File: src/rtl/mpr_pkg.sv
package mpr_pkg;
    localparam logic [1:0] ADDR_CTRL = 2'd0;
    localparam logic [1:0] ADDR_STAT = 2'd1;
    localparam logic [1:0] ADDR_DATA = 2'd2;

    typedef enum logic [2:0] {
        FS_IDLE,
        FS_START,
        FS_BITS,
        FS_STOP,
        FS_WAIT_HI
    } frm_state_e;
endpackage

File: src/rtl/mpr_sync.sv
module mpr_sync #(
    parameter int STAGES = 2
) (
    input  logic clk,
    input  logic rst_n,
    input  logic din,
    output logic dout
);
    logic [STAGES-1:0] pipe_q;
    logic [STAGES-1:0] pipe_d;

    always_comb begin
        pipe_d = {pipe_q[STAGES-2:0], din};
    end

    always_ff @(posedge clk or negedge rst_n) begin
        if (!rst_n) pipe_q <= '1;
        else        pipe_q <= pipe_d;
    end

    assign dout = pipe_q[STAGES-1];
endmodule

File: src/rtl/mpr_frame.sv
module mpr_frame
    import mpr_pkg::*;
#(
    parameter int DATA_W = 8,
    parameter int OSR    = 16
) (
    input  logic              clk,
    input  logic              rst_n,
    input  logic              rx,
    input  logic              tick,
    output logic              done,
    output logic [DATA_W-1:0] char_data,
    output logic              char_mpb,
    output logic              stop_ok
);
    localparam int NBITS = DATA_W + 1;
    localparam int CW    = $clog2(OSR);
    localparam int BW    = $clog2(NBITS + 1);
    localparam logic [CW-1:0] HALF_CNT = CW'(OSR / 2 - 1);
    localparam logic [CW-1:0] LAST_CNT = CW'(OSR - 1);
    localparam logic [BW-1:0] LAST_BIT = BW'(NBITS - 1);

    typedef struct packed {
        frm_state_e       st;
        logic [CW-1:0]    cnt;
        logic [BW-1:0]    nb;
        logic [NBITS-1:0] sh;
        logic             done;
        logic             stop_ok;
    } frm_t;

    frm_t q, d;

    always_comb begin
        d      = q;
        d.done = 1'b0;
        if (tick) begin
            unique case (q.st)
                FS_IDLE: begin
                    if (!rx) begin
                        d.st  = FS_START;
                        d.cnt = '0;
                    end
                end
                FS_START: begin
                    if (q.cnt == HALF_CNT) begin
                        d.cnt = '0;
                        d.nb  = '0;
                        d.st  = rx ? FS_IDLE : FS_BITS;
                    end else begin
                        d.cnt = q.cnt + 1'b1;
                    end
                end
                FS_BITS: begin
                    if (q.cnt == LAST_CNT) begin
                        d.cnt = '0;
                        d.sh  = {rx, q.sh[NBITS-1:1]};
                        if (q.nb == LAST_BIT) d.st = FS_STOP;
                        else                  d.nb = q.nb + 1'b1;
                    end else begin
                        d.cnt = q.cnt + 1'b1;
                    end
                end
                FS_STOP: begin
                    if (q.cnt == LAST_CNT) begin
                        d.cnt     = '0;
                        d.done    = 1'b1;
                        d.stop_ok = rx;
                        d.st      = rx ? FS_IDLE : FS_WAIT_HI;
                    end else begin
                        d.cnt = q.cnt + 1'b1;
                    end
                end
                FS_WAIT_HI: begin
                    if (rx) d.st = FS_IDLE;
                end
                default: d.st = FS_IDLE;
            endcase
        end
    end

    always_ff @(posedge clk or negedge rst_n) begin
        if (!rst_n) begin
            q         <= '0;
            q.st      <= FS_IDLE;
            q.stop_ok <= 1'b1;
        end else begin
            q <= d;
        end
    end

    assign done      = q.done;
    assign char_data = q.sh[DATA_W-1:0];
    assign char_mpb  = q.sh[NBITS-1];
    assign stop_ok   = q.stop_ok;
endmodule

File: src/rtl/mpr_regs.sv
module mpr_regs
    import mpr_pkg::*;
#(
    parameter int DATA_W = 8
) (
    input  logic              clk,
    input  logic              rst_n,
    input  logic              reg_wr,
    input  logic              reg_rd,
    input  logic [1:0]        reg_addr,
    input  logic [DATA_W-1:0] reg_wdata,
    output logic [DATA_W-1:0] reg_rdata,
    input  logic              done,
    input  logic [DATA_W-1:0] char_data,
    input  logic              char_mpb,
    input  logic              stop_ok,
    output logic [DATA_W-1:0] data_out,
    output logic              irq,
    output logic              wake_out,
    output logic              full_out,
    output logic              ferr_out,
    output logic              ovr_out,
    output logic              mpb_out
);
    typedef struct packed {
        logic              irq_en;
        logic              wake;
        logic              par_sel;
        logic              full;
        logic              ferr;
        logic              ovr;
        logic              mpb;
        logic [DATA_W-1:0] data;
    } regs_t;

    regs_t q, d;
    logic  data_read;
    logic  accept;

    always_comb begin
        d         = q;
        data_read = reg_rd && (reg_addr == ADDR_DATA);
        accept    = done && (!q.wake || char_mpb);

        if (data_read) d.full = 1'b0;

        if (reg_wr) begin
            unique case (reg_addr)
                ADDR_CTRL: begin
                    d.irq_en  = reg_wdata[0];
                    d.wake    = reg_wdata[1];
                    d.par_sel = reg_wdata[2];
                end
                ADDR_STAT: begin
                    d.ferr = q.ferr & reg_wdata[1];
                    d.ovr  = q.ovr  & reg_wdata[2];
                end
                default: ;
            endcase
        end

        if (done && q.wake && char_mpb) d.wake = 1'b0;

        if (accept) begin
            d.mpb = char_mpb;
            if (d.full) begin
                d.ovr = 1'b1;
            end else begin
                d.data = char_data;
                d.full = 1'b1;
            end
            if (!stop_ok) d.ferr = 1'b1;
        end
    end

    always_ff @(posedge clk or negedge rst_n) begin
        if (!rst_n) q <= '0;
        else        q <= d;
    end

    always_comb begin
        reg_rdata = '0;
        unique case (reg_addr)
            ADDR_CTRL: reg_rdata[2:0] = {q.par_sel, q.wake, q.irq_en};
            ADDR_STAT: reg_rdata[3:0] = {q.mpb, q.ovr, q.ferr, q.full};
            ADDR_DATA: reg_rdata      = q.data;
            default:   reg_rdata      = '0;
        endcase
    end

    assign data_out = q.data;
    assign irq      = q.irq_en & q.full;
    assign wake_out = q.wake;
    assign full_out = q.full;
    assign ferr_out = q.ferr;
    assign ovr_out  = q.ovr;
    assign mpb_out  = q.mpb;
endmodule

File: src/rtl/mp_uart_rx.sv
module mp_uart_rx #(
    parameter int DATA_W      = 8,
    parameter int OSR         = 16,
    parameter int SYNC_STAGES = 2
) (
    input  logic              clk,
    input  logic              rst_n,
    input  logic              rxd,
    input  logic              baud_tick,
    input  logic              reg_wr,
    input  logic              reg_rd,
    input  logic [1:0]        reg_addr,
    input  logic [DATA_W-1:0] reg_wdata,
    output logic [DATA_W-1:0] reg_rdata,
    output logic [DATA_W-1:0] rx_data,
    output logic              rx_irq
);
    logic              rx_s;
    logic              frm_done;
    logic [DATA_W-1:0] frm_data;
    logic              frm_mpb;
    logic              frm_stop_ok;
    logic              wake_st;
    logic              full_st;
    logic              ferr_st;
    logic              ovr_st;
    logic              mpb_st;

    mpr_sync #(.STAGES(SYNC_STAGES)) u_sync (
        .clk  (clk),
        .rst_n(rst_n),
        .din  (rxd),
        .dout (rx_s)
    );

    mpr_frame #(.DATA_W(DATA_W), .OSR(OSR)) u_frame (
        .clk      (clk),
        .rst_n    (rst_n),
        .rx       (rx_s),
        .tick     (baud_tick),
        .done     (frm_done),
        .char_data(frm_data),
        .char_mpb (frm_mpb),
        .stop_ok  (frm_stop_ok)
    );

    mpr_regs #(.DATA_W(DATA_W)) u_regs (
        .clk      (clk),
        .rst_n    (rst_n),
        .reg_wr   (reg_wr),
        .reg_rd   (reg_rd),
        .reg_addr (reg_addr),
        .reg_wdata(reg_wdata),
        .reg_rdata(reg_rdata),
        .done     (frm_done),
        .char_data(frm_data),
        .char_mpb (frm_mpb),
        .stop_ok  (frm_stop_ok),
        .data_out (rx_data),
        .irq      (rx_irq),
        .wake_out (wake_st),
        .full_out (full_st),
        .ferr_out (ferr_st),
        .ovr_out  (ovr_st),
        .mpb_out  (mpb_st)
    );
endmodule

File: config.mk
export PLATFORM = sky130hd
export DESIGN_NAME = mp_uart_rx
export DESIGN_NICKNAME = d
export VERILOG_FILES = /design/src/rtl/mpr_pkg.sv /design/src/rtl/mpr_sync.sv /design/src/rtl/mpr_frame.sv /design/src/rtl/mpr_regs.sv /design/src/rtl/mp_uart_rx.sv
export SDC_FILE = /design/constraint.sdc
export NUM_CORES = 1
export LEC_CHECK = 0
export ABC_AREA = 1
export BUFFER_PORTS_ARGS = -buffer_cell sky130_fd_sc_hd__buf_2
export CAP_MARGIN = 15
export CORE_ASPECT_RATIO = 1.5
export CORE_MARGIN = 3
export CORE_UTILIZATION = 25
export DETAILED_ROUTE_END_ITERATION = 10
export SLEW_MARGIN = 20
export SYNTH_ARGS = -nofsm -noshare
export SYNTH_HDL_FRONTEND = slang
export SYNTH_HIERARCHICAL = 1
export SYNTH_SLANG_ARGS = --single-unit
File: constraint.sdc
create_clock -name clk -period 1.6 [get_ports clk]
set_input_delay 0.24 -clock clk [delete_from_list [all_inputs] [get_ports clk]]
set_output_delay 0.24 -clock clk [all_outputs]
set_load 0.02 [all_outputs]
==> flow_metrics.env, run 1 <==
export IMPL_fin_crit_sh=0.916
export IMPL_worstPathRequired_ns=1.77
export IMPL_finalSetupViolCount=0
export IMPL_avgSynthCellArea_um2=8.04
export IMPL_skew_ns=0.00209
export IMPL_yosys_area_top_type_share=0.399
export IMPL_vias=1739
export IMPL_die_height_um=122
export IMPL_vdd_drop_max_v=0.000428
export IMPL_clk_pin_slew_ns=0.06
export IMPL_min_period_ns=1.47
export IMPL_drv_slew=0
export IMPL_drt_total_wl_um=4160
export IMPL_hold_viol_final=0
export IMPL_core_area_um2=8620
export IMPL_drtPass1Iterations=4
export IMPL_syn_instance_count=281
export IMPL_cpPeakStageDelay_ns=0.38
export IMPL_synthTopCellsByCount="nand2_1, dfrtp_1, inv_1"
export IMPL_syn_to_final_growth_pct=14.7
export IMPL_route_detailed_wl_per_inst_um=10.2
export IMPL_p_leak_nw=1.42
export IMPL_synthTopCellsByArea="dfrtp_1, nand2_1, inv_1"
export IMPL_status="finished clean"
export IMPL_synth_edf_count=0
export IMPL_cp_end_kind="register"
export IMPL_maxCapViolations=0
export IMPL_portBuffers=27
export IMPL_slowest_stage="dfrtp_1"
export IMPL_cts_tree="built"
export IMPL_synth_top_area_cell="dfrtp_1"
export IMPL_start_kind="register"
export IMPL_cts_setup_buffers=0
export IMPL_grt_usage=0.0895
export IMPL_start_util=0.262
export IMPL_yosys_most_used_dff="dfrtp_1"
export IMPL_rows=41
export IMPL_hpwl_um=3170
export IMPL_syn_cell_area_um2=2260
export IMPL_ios=33
export IMPL_cp_data_arrival_time_ns=1.63
export IMPL_cpLargestDelayFamily="simple AND/OR/NAND/NOR gates"
export IMPL_clock_sinks=39
export IMPL_cts_root_buf="clkbuf_16"
export IMPL_synth_seq_area_share=0.434
export IMPL_die_w_um=83.6
export IMPL_drtIter0Drc=56
export IMPL_place_gp_congestion=0.796
export IMPL_cts_made_buffers=5
export IMPL_first_global_vias=1771
export IMPL_fmax_ghz=0.682
export IMPL_power_per_cell_area_nw_per_um2=1190
export IMPL_worstSetupPathType="reg -> reg"
export IMPL_slew_headroom=0.662
export IMPL_cts_htree_levels=2
export IMPL_cpMostUsedCell="nand2_1"
export IMPL_grt_pass1_wl_um=7600
export IMPL_crit_chain="ha_2 -> nand3_1 -> nand2_1 -> clkinv_1 -> nor2_4 -> nand3_1 -> nand2_1 -> nand2_1"
export IMPL_clk_latency_ns=0.28
export IMPL_synth_most_common_cell="nand2_1"
export IMPL_antenna_found_initial=0
export IMPL_min_path_type="in -> async"
export IMPL_syn_nets=304
export IMPL_setup_tns_ns=0
export IMPL_dieArea_um2=10200
export IMPL_drive_gt1_frac=0.233
export IMPL_avgViaCountPerCell=4.26
export IMPL_finalNonFillerCells=408
export IMPL_utilization=0.301
export IMPL_placedCellCount=400
export IMPL_drc=0
export IMPL_antenna_cells=0
export IMPL_ys_types=30
export IMPL_yosysWarnings=6
export IMPL_worst_pin_slew_ns=0.507
export IMPL_rsz0062_at_grt="no"
export IMPL_final_nets=323
export IMPL_clockBufferDepth=2
export IMPL_postRouteAntennaNets=0
export IMPL_crit_fanout=4
export IMPL_synthArstFlopShare=1.00
export IMPL_overflow=0
export IMPL_worstPathBufferInverterCount=1
export IMPL_grt_max_degree=40
export IMPL_ys_ff_latch=39
export IMPL_n_fill_cell=942
## cells in the final DEF, fill, tap and decap left out, drive strengths merged
cell type / n
o21ai: 12
clkbuf: 6
inv: 35
nand4: 4
clkinv: 1
bufinv: 2
a21boi: 1
dfstp: 3
xnor2: 2
ha: 7
o21a: 1
nand3: 25
xor2: 1
nor2: 20
nand2: 104
buf: 31
nand3b: 1
dfrtp: 36
a21oi: 8
nor3: 1
## area by class of cell
cell class              instances  area (um^2)  area share
clock inverters                 2         60.1      0.0232
well taps                     107          134      0.0516
flip-flops and latches         39          980       0.378
multi-input cells             187          990       0.382
inverters                      36          135      0.0521
repair buffers                 31          165      0.0637
clock buffers                   6          129      0.0497
## repair_timing
item	in CTS	in global routing
hold buffers	0	0
resized for setup	0	2
setup endpoints to repair	0	5
## sequential cells by signal, indices dropped and copies added (netlist names), 2 cells and up
signal / cells
u_frame/q: 11
u_regs/data_out: 8
u_regs/q: 2
u_frame/char_data: 8
u_sync/pipe_q: 2
## per-layer routing
metal,part of all wire,track usage,up-vias
met5,0,0,-
met4,0.027,0.0433,0
met3,0.050,0.0222,11
met2,0.53,0.167,39
met1,0.39,0.0928,797
li1,-,-,892
## path summary, 6_finish.rpt
kind	to	startpoint	slack (ns)	cells past startpoint
worst max-delay path	u_frame/q[21]	u_frame/q[15]	0.13	8
worst min-delay path	u_frame/q[14]	rst_n	0.009	2
max in group asynchronous	u_frame/stop_ok	rst_n	1.21	2
min in group clk	u_sync/pipe_q[0]	rxd	0.06	1
worst min register to register	u_sync/pipe_q[1]	u_sync/pipe_q[0]	0.36	0
worst max register to register	u_frame/q[21]	u_frame/q[15]	0.13	8
## kinds of logic (layout without fill, tap and decap cells)
kind of cell	Yosys count	count (layout)	synth area share
flip-flops	39	39	0.434
XOR/XNOR	3	3	0.0116
AO/OA/AOI/OAI	22	22	0.0676
AND/OR/NAND/NOR	155	155	0.317
adder cells (fa/ha/maj)	7	7	0.0388
buffers and inverters	55	75	0.132
## report_power, final
group / total (mW) / switching, mW / internal, mW
registers: 1.15 / 0.0885 / 1.06
clock network: 1.27 / 0.375 / 0.894
logic: 0.659 / 0.449 / 0.209
## metrics by stage
step | instance area [um^2] | power (mW) | hold slack, ns | setup slack [ns]
2_1_floorplan | 2260 | 1.63 | -0.0556 | 0.245
3_3_place_gp | 2400 | 1.78 | 0.331 | 0.132
3_5_place_dp | 2400 | 1.80 | 0.335 | 0.0895
4_1_cts | 2580 | 3.08 | 0.0365 | 0.0829
5_1_grt | 2590 | 3.26 | 0.0569 | 0.0259
6_report | 2590 | 3.07 | 0.00924 | 0.134
(Power assumes the default switching activity.)
==> run 2, diff against run 1 <==
--- a/config.mk
+++ b/config.mk
@@ -12,6 +12,7 @@
 export CORE_MARGIN = 3
 export CORE_UTILIZATION = 25
 export DETAILED_ROUTE_END_ITERATION = 10
+export PLACE_DENSITY = 0.37
 export SLEW_MARGIN = 20
 export SYNTH_ARGS = -nofsm -noshare
 export SYNTH_HDL_FRONTEND = slang
==> constraint.sdc (replaced) <==
create_clock -name clk -period 1.6 [get_ports clk]
set_input_delay 0.24 -clock clk [delete_from_list [all_inputs] [get_ports clk]]
set_output_delay 0.24 -clock clk [all_outputs]
set_load 0.05 [all_outputs]
==> flow_metrics.env, run 2 (synthesis gave the netlist of run 1 again) <==
export IMPL_status="finished clean"
export IMPL_rsz0062_at_grt="no"
export IMPL_cp_data_arrival_time_ns=1.21
export IMPL_hold_viol_final=0
export IMPL_cts_tree="built"
export IMPL_grt_pass1_wl_um=8220
export IMPL_overflow=0
export IMPL_portBuffers=27
export IMPL_layout_commonest_cell="nand2_1"
export IMPL_min_path_type="in -> reg"
export IMPL_vias=1715
export IMPL_min_period_ns=1.45
export IMPL_clk_latency_ns=0.28
export IMPL_finalWorstSetupSlack_ns=0.147
export IMPL_fin_crit_sh=0.908
export IMPL_drt_total_wl_um=4660
export IMPL_power_per_cell_area_nw_per_um2=1170
export IMPL_cts_made_buffers=5
export IMPL_pre_cts_ws_ns=0.0544
export IMPL_setup_tns_ns=0
export IMPL_report_power_total_mw=3.13
export IMPL_slew_headroom=0.717
export IMPL_place_gp_congestion=0.743
export IMPL_maxCapViolations=0
export IMPL_finalSetupViolCount=0
export IMPL_drtIter0Drc=21
export IMPL_drc=0
export IMPL_top_register="u_frame/q"
export IMPL_multi_input_area_um2=992
export IMPL_crit_fanout=6
export IMPL_postRouteAntennaNets=0
export IMPL_rr_startpoint="u_frame/q[11]"
export IMPL_cp_end_kind="primary output"
export IMPL_start_kind="input port"
export IMPL_cts_root_buf="clkbuf_16"
export IMPL_die_height_um=122
export IMPL_placedCellCount=404
export IMPL_p_leak_nw=1.45
export IMPL_syn_to_final_growth_pct=18.1
export IMPL_die_w_um=83.6
export IMPL_antenna_found_initial=0
export IMPL_core_area_um2=8620
export IMPL_clock_sinks=39
export IMPL_drv_slew=0
export IMPL_worstSetupPathType="in -> out"
export IMPL_rows=41
export IMPL_finalNonFillerCells=414
export IMPL_clockBufferDepth=2
export IMPL_largest_reg_flops=11
export IMPL_cts_htree_levels=2
export IMPL_timing_hold_ws_ns=0.0569
export IMPL_r2r_slack_ns=0.18
export IMPL_final_nets=329
export IMPL_first_global_vias=1781
export IMPL_skew_ns=0.00313
export IMPL_hpwl_um=3640
export IMPL_drtPass1Iterations=4
export IMPL_r2r_end="u_frame/q[13]"
export IMPL_start_util=0.262
export IMPL_worstHoldPathCells=1
export IMPL_avgViaCountPerCell=4.14
export IMPL_worstPathRequired_ns=1.36
export IMPL_ios=33
export IMPL_n_fill_cell=962
export IMPL_clk_pin_slew_ns=0.05
export IMPL_min_from="rxd"
export IMPL_route_detailed_wl_per_inst_um=11.3
export IMPL_antenna_cells=0
export IMPL_grt_usage=0.100
export IMPL_worst_pin_slew_ns=0.424
export IMPL_grt_max_degree=24
export IMPL_regArea_um2=980
export IMPL_drive_gt1_frac=0.251
export IMPL_fmax_ghz=0.688
export IMPL_dieArea_um2=10200
export IMPL_reg2reg_depth=8
export IMPL_vdd_drop_max_v=0.000433
export IMPL_min_to="u_sync/pipe_q[0]"
export IMPL_mostFrequentLayoutCells="nand2_1, dfrtp_1, inv_1"
[run 2: changes by cell type in the layout (fill, tap and decap cells not counted), sizes merged]
cell,previous run,this run
buf,31,36
dlygate4sd3,0,1
[run 2: worst max path at each step]
stage	from	endpoint	slack, ns	cells past startpoint
detailed placement	reg_addr[0]	reg_rdata[2]	0.05	8
global placement	reg_addr[0]	reg_rdata[2]	0.07	8
finish	reg_addr[0]	reg_rdata[1]	0.15	8
global route	u_frame/q[11]	u_frame/q[12]	0.01	8
floorplan	reg_addr[0]	reg_rdata[3]	0.005	5
CTS	reg_addr[0]	reg_rdata[2]	0.05	8
[run 2: per-layer routing]
layer | routed length, um | GRT usage | up-vias
li1 | - | - | 906
met5 | 0 | 0 | -
met2 | 2510 | 0.194 | 27
met1 | 1870 | 0.101 | 775
met3 | 191 | 0.0235 | 7
met4 | 92 | 0.0453 | 0
[run 2: stage by stage]
| stage | utilization | instance area (um^2) |
|---|---|---|
| final | 0.310 | 2670 |
| after global routing | 0.310 | 2670 |
| after CTS | 0.307 | 2650 |
| after detailed placement | 0.284 | 2450 |
| after global placement | 0.284 | 2450 |
| after floorplan | - | 2260 |
[run 2: critical path, stage by stage]
cell and delay [ns]:
buf_2 0.11, inv_1 0.08, ha_2 0.26, nand2_1 0.10
nand3_1 0.08, nand2_1 0.05, inv_1 0.04, buf_2 0.25
[run 2: layout make-up]
| type | count | area share |
|---|---|---|
| multi-input cells | 187 | 0.372 |
| flip-flops and latches | 39 | 0.367 |
| repair buffers | 37 | 0.0891 |
| inverters | 36 | 0.0507 |
| well taps | 107 | 0.0502 |
| clock buffers | 6 | 0.0483 |
| clock inverters | 2 | 0.0225 |
[run 2: what timing repair did]
item,CTS,global route
hold buffers,1,0
endpoints found under the setup margin,0,6
setup buffers,0,1
endpoints found under the hold margin,13,0
resized for setup,0,3
[run 2: power by group]
part	total, mW	internal (mW)	leakage, nW	switching (mW)
sequential	1.14	1.06	0.509	0.0860
combinational	0.711	0.242	0.854	0.470
clock	1.28	0.894	0.0911	0.385
total	3.13	2.19	1.45	0.940
==> run 3, diff against run 2 <==
--- a/config.mk
+++ b/config.mk
@@ -9,7 +9,6 @@
 export BUFFER_PORTS_ARGS = -buffer_cell sky130_fd_sc_hd__buf_2
 export CAP_MARGIN = 15
 export CORE_ASPECT_RATIO = 1.5
-export CORE_MARGIN = 3
 export CORE_UTILIZATION = 25
 export DETAILED_ROUTE_END_ITERATION = 10
 export PLACE_DENSITY = 0.37
==> flow_metrics.env, run 3 (synthesis gave the netlist of run 1 again) <==
export IMPL_final_nets=326
export IMPL_hpwl_um=3460
export IMPL_start_util=0.257
export IMPL_worst_pin_slew_ns=0.524
export IMPL_skew_ns=0.00435
export IMPL_internal_power_mw=2.07
export IMPL_ios=33
export IMPL_drtPass1Iterations=4
export IMPL_slew_headroom=0.650
export IMPL_vdd_drop_max_v=0.000473
export IMPL_vias=1709
export IMPL_worstSetupPathType="reg -> reg"
export IMPL_cts_root_buf="clkbuf_16"
export IMPL_antenna_cells=0
export IMPL_p_seq_frac=0.385
export IMPL_cpPeakStageDelay_ns=0.43
export IMPL_route_detailed_wl_per_inst_um=10.9
export IMPL_mostFrequentLayoutCells="nand2_1, dfrtp_1, inv_1"
export IMPL_grt_usage=0.109
export IMPL_worstPathRequired_ns=1.76
export IMPL_r2r_end="u_frame/char_data[7]"
export IMPL_start_kind="register"
export IMPL_cp_end_kind="register"
export IMPL_clkPwrFrac=0.383
export IMPL_largest_reg_flops=11
export IMPL_drtIter0Drc=42
export IMPL_switching_share=0.314
export IMPL_p_comb_frac=0.233
export IMPL_slowest_stage="dfrtp_1"
export IMPL_crit_chain="ha_4 -> nand2_2 -> nor2_4 -> nand3_4 -> nor2_1 -> a21oi_2"
export IMPL_rows=42
export IMPL_power_per_cell_area_nw_per_um2=1150
export IMPL_r2r_slack_ns=0.12
export IMPL_dieArea_um2=9430
export IMPL_timing_hold_ws_ns=0.0194
export IMPL_clk_pin_slew_ns=0.06
export IMPL_place_area_um2=2420
export IMPL_p_leak_nw=1.43
export IMPL_fmax_ghz=0.675
export IMPL_cts_tree="built"
export IMPL_layout_commonest_cell="nand2_1"
export IMPL_report_power_total_mw=3.01
export IMPL_reg2reg_depth=6
export IMPL_cts_made_buffers=5
export IMPL_postRouteAntennaNets=0
export IMPL_maxCapViolations=0
export IMPL_n_fill_cell=984
export IMPL_core_area_um2=8780
export IMPL_drv_slew=0
export IMPL_grt_max_degree=40
export IMPL_hold_viol_final=0
export IMPL_cts_htree_levels=2
export IMPL_finalSetupViolCount=0
export IMPL_clock_sinks=39
export IMPL_syn_to_final_growth_pct=15.8
export IMPL_drt_total_wl_um=4530
export IMPL_cts_setup_buffers=0
export IMPL_grt_pass1_wl_um=7880
export IMPL_fin_crit_sh=0.927
export IMPL_drive_gt1_frac=0.250
export IMPL_crit_fanout=18
export IMPL_status="finished clean"
export IMPL_min_path_type="in -> async"
export IMPL_drc=0
export IMPL_antenna_found_initial=0
export IMPL_hold_buffers=0
export IMPL_die_w_um=79.6
export IMPL_top_register="u_frame/q"
export IMPL_overflow=0
export IMPL_portBuffers=27
export IMPL_rr_startpoint="u_frame/q[15]"
export IMPL_clk_latency_ns=0.28
export IMPL_place_gp_congestion=0.812
export IMPL_min_period_ns=1.48
export IMPL_first_global_vias=1691
export IMPL_clockBufferDepth=2
export IMPL_switchingPower_uw=944
export IMPL_final_area_um2=2620
export IMPL_die_height_um=118
export IMPL_cp_data_arrival_time_ns=1.65
export IMPL_avgViaCountPerCell=4.13
run 3: worst max-delay path: cells and delay by family (launching register included):
family | cells | cell delay, ns
fa+ha+maj | 1 | 0.19
flops | 1 | 0.43
simple gates | 4 | 0.70
compound gates | 1 | 0.04
run 3: power groups by stage:
stage | clock, mW | sequential [mW] | combinational [mW]
2_1_floorplan | 0 | 1.14 | 0.500
3_3_place_gp | 0 | 1.17 | 0.698
3_5_place_dp | 0 | 1.17 | 0.698
4_1_cts | 1.20 | 1.15 | 0.702
5_1_grt | 1.24 | 1.17 | 0.806
6_report | 1.15 | 1.16 | 0.700
run 3: final cells by class:
cell class | count | area [um^2] | share of cell area
Inverter | 36 | 135 | 0.0517
Clock inverter | 2 | 35.0 | 0.0134
Sequential cell | 39 | 980 | 0.374
Timing Repair Buffer | 34 | 188 | 0.0717
Clock buffer | 6 | 139 | 0.0531
Multi-Input combinational cell | 187 | 1000 | 0.383
Tap cell | 110 | 138 | 0.0526
run 3: what timing repair did:
item,in CTS,in global routing
endpoints found under the setup margin,0,18
resized for setup,0,4
endpoints found under the hold margin,0,0
run 3: routing by layer:
metal	wire (um)	share of wire	GRT usage
met1	1830	0.40	0.112
met2	2440	0.54	0.201
met3	132	0.029	0.0232
met4	121	0.027	0.0545
met5	0	0	0
run 3: stage by stage:
step | setup TNS, ns | std cells | utilization | worst slack [ns]
after CTS | 0 | 414 | 0.296 | 0.0568
after detailed placement | 0 | 406 | 0.276 | 0.0618
after global placement | 0 | 406 | 0.276 | 0.0576
after global routing | -0.0146 | 414 | 0.298 | -0.00588
after floorplan | 0 | 281 | - | 0.00467
final | 0 | 414 | 0.298 | 0.118
run 3: worst max path at each step:
stage             startpoint              endpoint  slack [ns]  cells past startpoint
3_5_place_dp     reg_addr[0]          reg_rdata[1]        0.06                      8
2_1_floorplan    reg_addr[0]          reg_rdata[3]       0.005                      5
5_1_grt        u_frame/q[15]         u_frame/q[13]      -0.006                      8
3_3_place_gp     reg_addr[0]          reg_rdata[2]        0.06                      8
4_1_cts          reg_addr[0]          reg_rdata[1]        0.06                      8
6_report       u_frame/q[15]  u_frame/char_data[7]        0.12                      6
